## src/rtl/trk_pkg.sv

```systemverilog
package trk_pkg;
  localparam int RES_W = 2;
  localparam int NUM_CODES = 2 ** RES_W;
  // Step exponent spread between finest and coarsest resolution
  localparam int SHIFT_SPAN = 2 * (NUM_CODES - 1);

  typedef struct packed {
    logic             countEn;
    logic             countDown;
    logic             adopt;
    logic [RES_W-1:0] newRes;
  } trkStrobe_t;
endpackage

```

## src/rtl/trk_ctrl.sv

```systemverilog
module trk_ctrl
  import trk_pkg::*;
(
  input  logic             clk,
  input  logic             rst,
  input  logic             incPulse,
  input  logic             decPulse,
  input  logic [RES_W-1:0] resSel,
  output trkStrobe_t       strobe,
  output logic [RES_W-1:0] activeRes
);
  logic pulsePending;

  always_comb begin
    pulsePending     = incPulse | decPulse;
    strobe.countEn   = incPulse ^ decPulse;
    strobe.countDown = decPulse;
    strobe.adopt     = !pulsePending && (resSel != activeRes);
    strobe.newRes    = resSel;
  end

  always_ff @(posedge clk) begin
    if (rst)               activeRes <= '1;
    else if (strobe.adopt) activeRes <= strobe.newRes;
  end
endmodule

```

## src/rtl/trk_datapath.sv

```systemverilog
module trk_datapath
  import trk_pkg::*;
#(
  parameter int ANGLE_W = 16
) (
  input  logic               clk,
  input  logic               rst,
  input  trkStrobe_t         strobe,
  input  logic [RES_W-1:0]   activeRes,
  output logic [ANGLE_W-1:0] angle
);
  localparam logic [ANGLE_W-1:0] ONE = {{(ANGLE_W-1){1'b0}}, 1'b1};

  logic [ANGLE_W-1:0] stepOf [NUM_CODES];
  logic [ANGLE_W-1:0] keepOf [NUM_CODES];
  logic [ANGLE_W-1:0] curStep;

  for (genvar c = 0; c < NUM_CODES; c++) begin : g_code
    localparam int SHIFT = SHIFT_SPAN - 2 * c;
    assign stepOf[c] = ONE << SHIFT;
    assign keepOf[c] = ~((ONE << SHIFT) - ONE);
  end

  assign curStep = stepOf[activeRes];

  always_ff @(posedge clk) begin
    if (rst)                 angle <= '0;
    else if (strobe.countEn) angle <= strobe.countDown ? angle - curStep : angle + curStep;
    else if (strobe.adopt)   angle <= angle & keepOf[strobe.newRes];
  end
endmodule

```

## src/rtl/trk_angle_counter.sv

```systemverilog
module trk_angle_counter
  import trk_pkg::*;
#(
  parameter int ANGLE_W = 16
) (
  input  logic               clk,
  input  logic               rst,
  input  logic               incPulse,
  input  logic               decPulse,
  input  logic [1:0]         resSel,
  output logic [ANGLE_W-1:0] angle
);
  trkStrobe_t       strobe;
  logic [RES_W-1:0] activeRes;

  trk_ctrl i_ctrl (
    .clk(clk), .rst(rst), .incPulse(incPulse), .decPulse(decPulse),
    .resSel(resSel), .strobe(strobe), .activeRes(activeRes)
  );

  trk_datapath #(.ANGLE_W(ANGLE_W)) i_dp (
    .clk(clk), .rst(rst), .strobe(strobe), .activeRes(activeRes), .angle(angle)
  );
endmodule

```

## config.mk

```make
export PLATFORM = sky130hd
export DESIGN_NAME = trk_angle_counter
export DESIGN_NICKNAME = d
export VERILOG_FILES = /design/src/rtl/trk_pkg.sv /design/src/rtl/trk_ctrl.sv /design/src/rtl/trk_datapath.sv /design/src/rtl/trk_angle_counter.sv
export SDC_FILE = /design/constraint.sdc
export NUM_CORES = 1
export LEC_CHECK = 0
export BUFFER_PORTS_ARGS = -buffer_cell sky130_fd_sc_hd__buf_2
export CORE_MARGIN = 1
export CORE_UTILIZATION = 62
export CTS_CLUSTER_DIAMETER = 60
export DETAILED_ROUTE_END_ITERATION = 10
export PLACE_DENSITY = 0.94
export SKIP_CTS_REPAIR_TIMING = 1
export SLEW_MARGIN = 20
export SYNTH_ARGS = -nofsm -noshare
export SYNTH_HDL_FRONTEND = slang
export SYNTH_SLANG_ARGS = --single-unit
```

## constraint.sdc

```tcl
create_clock -name clk -period 5.63 [get_ports clk]
set_input_delay 1.126 -clock clk [delete_from_list [all_inputs] [get_ports clk]]
set_output_delay 1.126 -clock clk [all_outputs]
set_load 0.02 [all_outputs]
```

==> metrics.json <==
{
  "status": "completed",
  "first_global_vias": 1320,
  "clock_tree_from_tritoncts": "yes",
  "cts_sinks": 18,
  "dpl.hpwl_um": 2893,
  "cp_data_arrival_time_ns": 3.29,
  "diodes": 0,
  "detailedRoute.firstIterationViolations": 94,
  "synthCells": 215,
  "io_count": 22,
  "synth_nets": 240,
  "netSwitchingFraction_pct": 46.63,
  "regToRegEndpoint": "i_dp.angle[14]",
  "fin_nets": 254,
  "grt_setup_unrepaired": "false",
  "level_count_of_the_clock_h_tree": 1,
  "setup.worst_path.class": "in2reg",
  "die_width_um": 53.04,
  "synthDistinctLibCells": 48,
  "min_delay_path_depth": 2,
  "drtAntennaViolNets": 0,
  "placer_s_final_routability_congestion_estimate": 0.9658,
  "final_setup_violating_endpoints": 0,
  "synthArstFlopShare_pct": 0,
  "synth_seq_area_share_pct": 22.31,
  "yosys_register_bits": 18,
  "fin_crit_ns": 3.133,
  "hp-start": "i_dp.angle[3]",
  "start_kind": "primary input",
  "vias": 1681,
  "worst-slew-pin-transition_ns": 0.6377,
  "timing.critical_path.cells": "buf_2 > inv_1 > nand2_1 > ha_1 > a21oi_1 > and2_1 > a221oi_1 > mux2i_1 > o311ai_0",
  "slew-limit-headroom_pct": 57.49,
  "cts_root_buffer": "sky130_fd_sc_hd__clkbuf_4",
  "synth_commonest_cells": "sky130_fd_sc_hd__nand2_1, sky130_fd_sc_hd__a21oi_1, sky130_fd_sc_hd__dfxtp_1, sky130_fd_sc_hd__ha_1, sky130_fd_sc_hd__nor2_1",
  "yosysTopAreaCell": "sky130_fd_sc_hd__dfxtp_1",
  "hold_end": "i_dp.angle[3]",
  "power.sequential.fraction_pct": 29.1,
  "timing.clock.skew_ns": 0.003085,
  "final_period_utilization_pct": 55.65,
  "max-vdd-ir-drop_mv": 0.2555,
  "routed_wire_length_per_instance_um": 14.97,
  "port-buffer-count": 21,
  "post_synth.cell_area_avg_sq_um": 7.513,
  "crit-reg2reg-launch": "i_ctrl.activeRes[1]",
  "layout-drive-gt1-share_pct": 14.10,
  "cp-end-kind": "register",
  "maxClockFrequency_mhz": 319.2,
  "timing.final.max_slew_violations": 0,
  "ys.flop_type": "sky130_fd_sc_hd__dfxtp_1",
  "cts-root-to-sink-buffers": 2,
  "placement.cell_area_sq_um": 1712,
  "cell_with_the_most_instances_after_synthesis": "sky130_fd_sc_hd__nand2_1",
  "die_height_um": 53.04,
  "cts.reportedPaths.clkPinSlew_ns": 0.11,
  "gr-total-overflow": 0,
  "post_drt_via_cell_ratio": 6.541,
  "synth_largest_type_area_fraction_pct": 22.31,
  "yosysWarnings": 0,
  "worstPathRequired_ns": 5.79,
  "critical_path.slowest_cell": "sky130_fd_sc_hd__ha_1",
  "route.final.wire_length_um": 3847,
  "internal-power_mw": 0.3355,
  "drt_drc_violations_left": 0,
  "antenna_found_initial": 0,
  "timing.critical_path.slowest_cell_delay_ns": 0.53,
  "grt_start_max_net_pins": 23,
  "initial_utilization_pct": 65.20,
  "net_switching_power_mw": 0.2932,
  "gr-usage-all-layers_pct": 28.26,
  "die_area_sq_um": 2813,
  "tns_ns": 0,
  "rows": 18,
  "path_max_fanout": 10,
  "timing_hold_violations_final": 0,
  "comb_power_share_pct": 60.3,
  "worstSkewPairLatency_ns": 0.30,
  "number_of_fill_cells": 216,
  "area_delta_synth_final_pct": 7.358,
  "critPathLaunch": "decPulse",
  "leakage_power_summed_over_all_cells_nw": 0.8256,
  "synth.area.top_cells": "sky130_fd_sc_hd__dfxtp_1, sky130_fd_sc_hd__ha_1, sky130_fd_sc_hd__a21oi_1",
  "syn_area_sq_um": 1615,
  "worst_r2r_path_depth": 11,
  "power_frac_clock_pct": 10.7,
  "drt_pre_antenna_iters": 5,
  "maxCapViolations": 0,
  "worst_hold_path_type": "reg2reg",
  "power_density_over_cell_area_nw_per_um2": 362.5,
  "total_clock_buffers_created_by_cts": 3,
  "setup.reg_to_reg.worst_slack_ns": 2.66,
  "grt_first_pass_wirelength_um": 5851,
  "placeableCoreArea_sq_um": 2477,
  "synth_enable_flop_cells": 0,
  "post_layout_inst_area_sq_um": 1734
}
==> final cells by class <==
type / count / area, sq um / area share, %
Multi-Input combinational cell: 172 / 1160 / 66.88
Tap cell: 30 / 37.54 / 2.165
Clock buffer: 3 / 22.52 / 1.299
Timing Repair Buffer: 21 / 105.1 / 6.061
Inverter: 13 / 48.80 / 2.814
Sequential cell: 18 / 360.3 / 20.78
==> registers in the layout, indices dropped and copies added, names as in the netlist <==
signal	cells
i_ctrl.activeRes	2
i_dp.angle	16
==> kinds of logic after synthesis <==
group | synth area share, %
simple gates | 22.70
compound gates | 28.27
buf+inv | 5.886
fa+ha+maj | 15.18
flops | 22.31
xor+xnor | 3.796
mux | 1.859
==> cell usage in the layout, fill, tap and decap left out, types with 3 or more instances in the layout <==
cell                       count
sky130_fd_sc_hd__nand2_1      24
sky130_fd_sc_hd__buf_2        21
sky130_fd_sc_hd__a21oi_1      18
sky130_fd_sc_hd__ha_1         18
sky130_fd_sc_hd__dfxtp_1      18
sky130_fd_sc_hd__nor2_1       14
sky130_fd_sc_hd__inv_1        12
sky130_fd_sc_hd__o21ai_0      11
sky130_fd_sc_hd__nand3_1       9
sky130_fd_sc_hd__nor2b_1       6
sky130_fd_sc_hd__a22oi_1       5
sky130_fd_sc_hd__nor3_1        5
sky130_fd_sc_hd__a31oi_1       4
sky130_fd_sc_hd__xnor2_1       4
sky130_fd_sc_hd__xor2_1        3
sky130_fd_sc_hd__nand2b_1      3
sky130_fd_sc_hd__o211ai_1      3
sky130_fd_sc_hd__a21o_1        3
sky130_fd_sc_hd__mux2i_1       3
sky130_fd_sc_hd__o22ai_1       3
sky130_fd_sc_hd__nand4_1       3
sky130_fd_sc_hd__clkbuf_4      3
==> worst max-delay path, delay by kind of cell <==
family	cells	cell delay, ns
and+or+nand+nor	2	0.43
AOI/OAI and AO/OA	3	0.68
buffers and inverters	2	0.31
muxes	1	0.22
adders and majority gates	1	0.53
==> routing by layer <==
metal  vias to the layer above  wire (um)  part of all wire (%)  track usage, %
met3                        13        243                   6.3           3.448
met5                         -          0                     0               0
met4                         0         86                   2.2           9.211
met2                        62       1786                    46           45.36
met1                       793       1731                    45           38.75
li1                        813          -                     -               -
==> worst max path at each step <==
stage / to / cells past startpoint
2_1_floorplan: i_dp.angle[14] / 9
3_3_place_gp: i_dp.angle[14] / 10
3_5_place_dp: i_dp.angle[13] / 9
4_1_cts: i_dp.angle[13] / 9
5_1_grt: i_dp.angle[13] / 9
6_report: i_dp.angle[13] / 9
==> per-stage QoR <==
stage	cells	utilization [%]	total power [mW]	hold WS, ns	worst slack [ns]
floorplan	215	-	0.4726	0.5434	2.580
global placement	254	69.09	0.5459	0.4590	2.298
detailed placement	254	69.09	0.5563	0.4652	2.205
CTS	257	70.00	0.6240	0.4821	2.519
global route	257	70.00	0.6756	0.5163	2.341
finish	257	70.00	0.6287	0.4818	2.497
==> power groups by stage <==
stage / clock network, mW / logic (mW) / registers [mW]
after global placement: 0 / 0.361 / 0.185
after detailed placement: 0 / 0.371 / 0.185
after CTS: 0.0688 / 0.373 / 0.182
final: 0.0672 / 0.379 / 0.183
after global routing: 0.0745 / 0.415 / 0.187
after floorplan: 0 / 0.258 / 0.214
(Power assumes the default switching activity.)
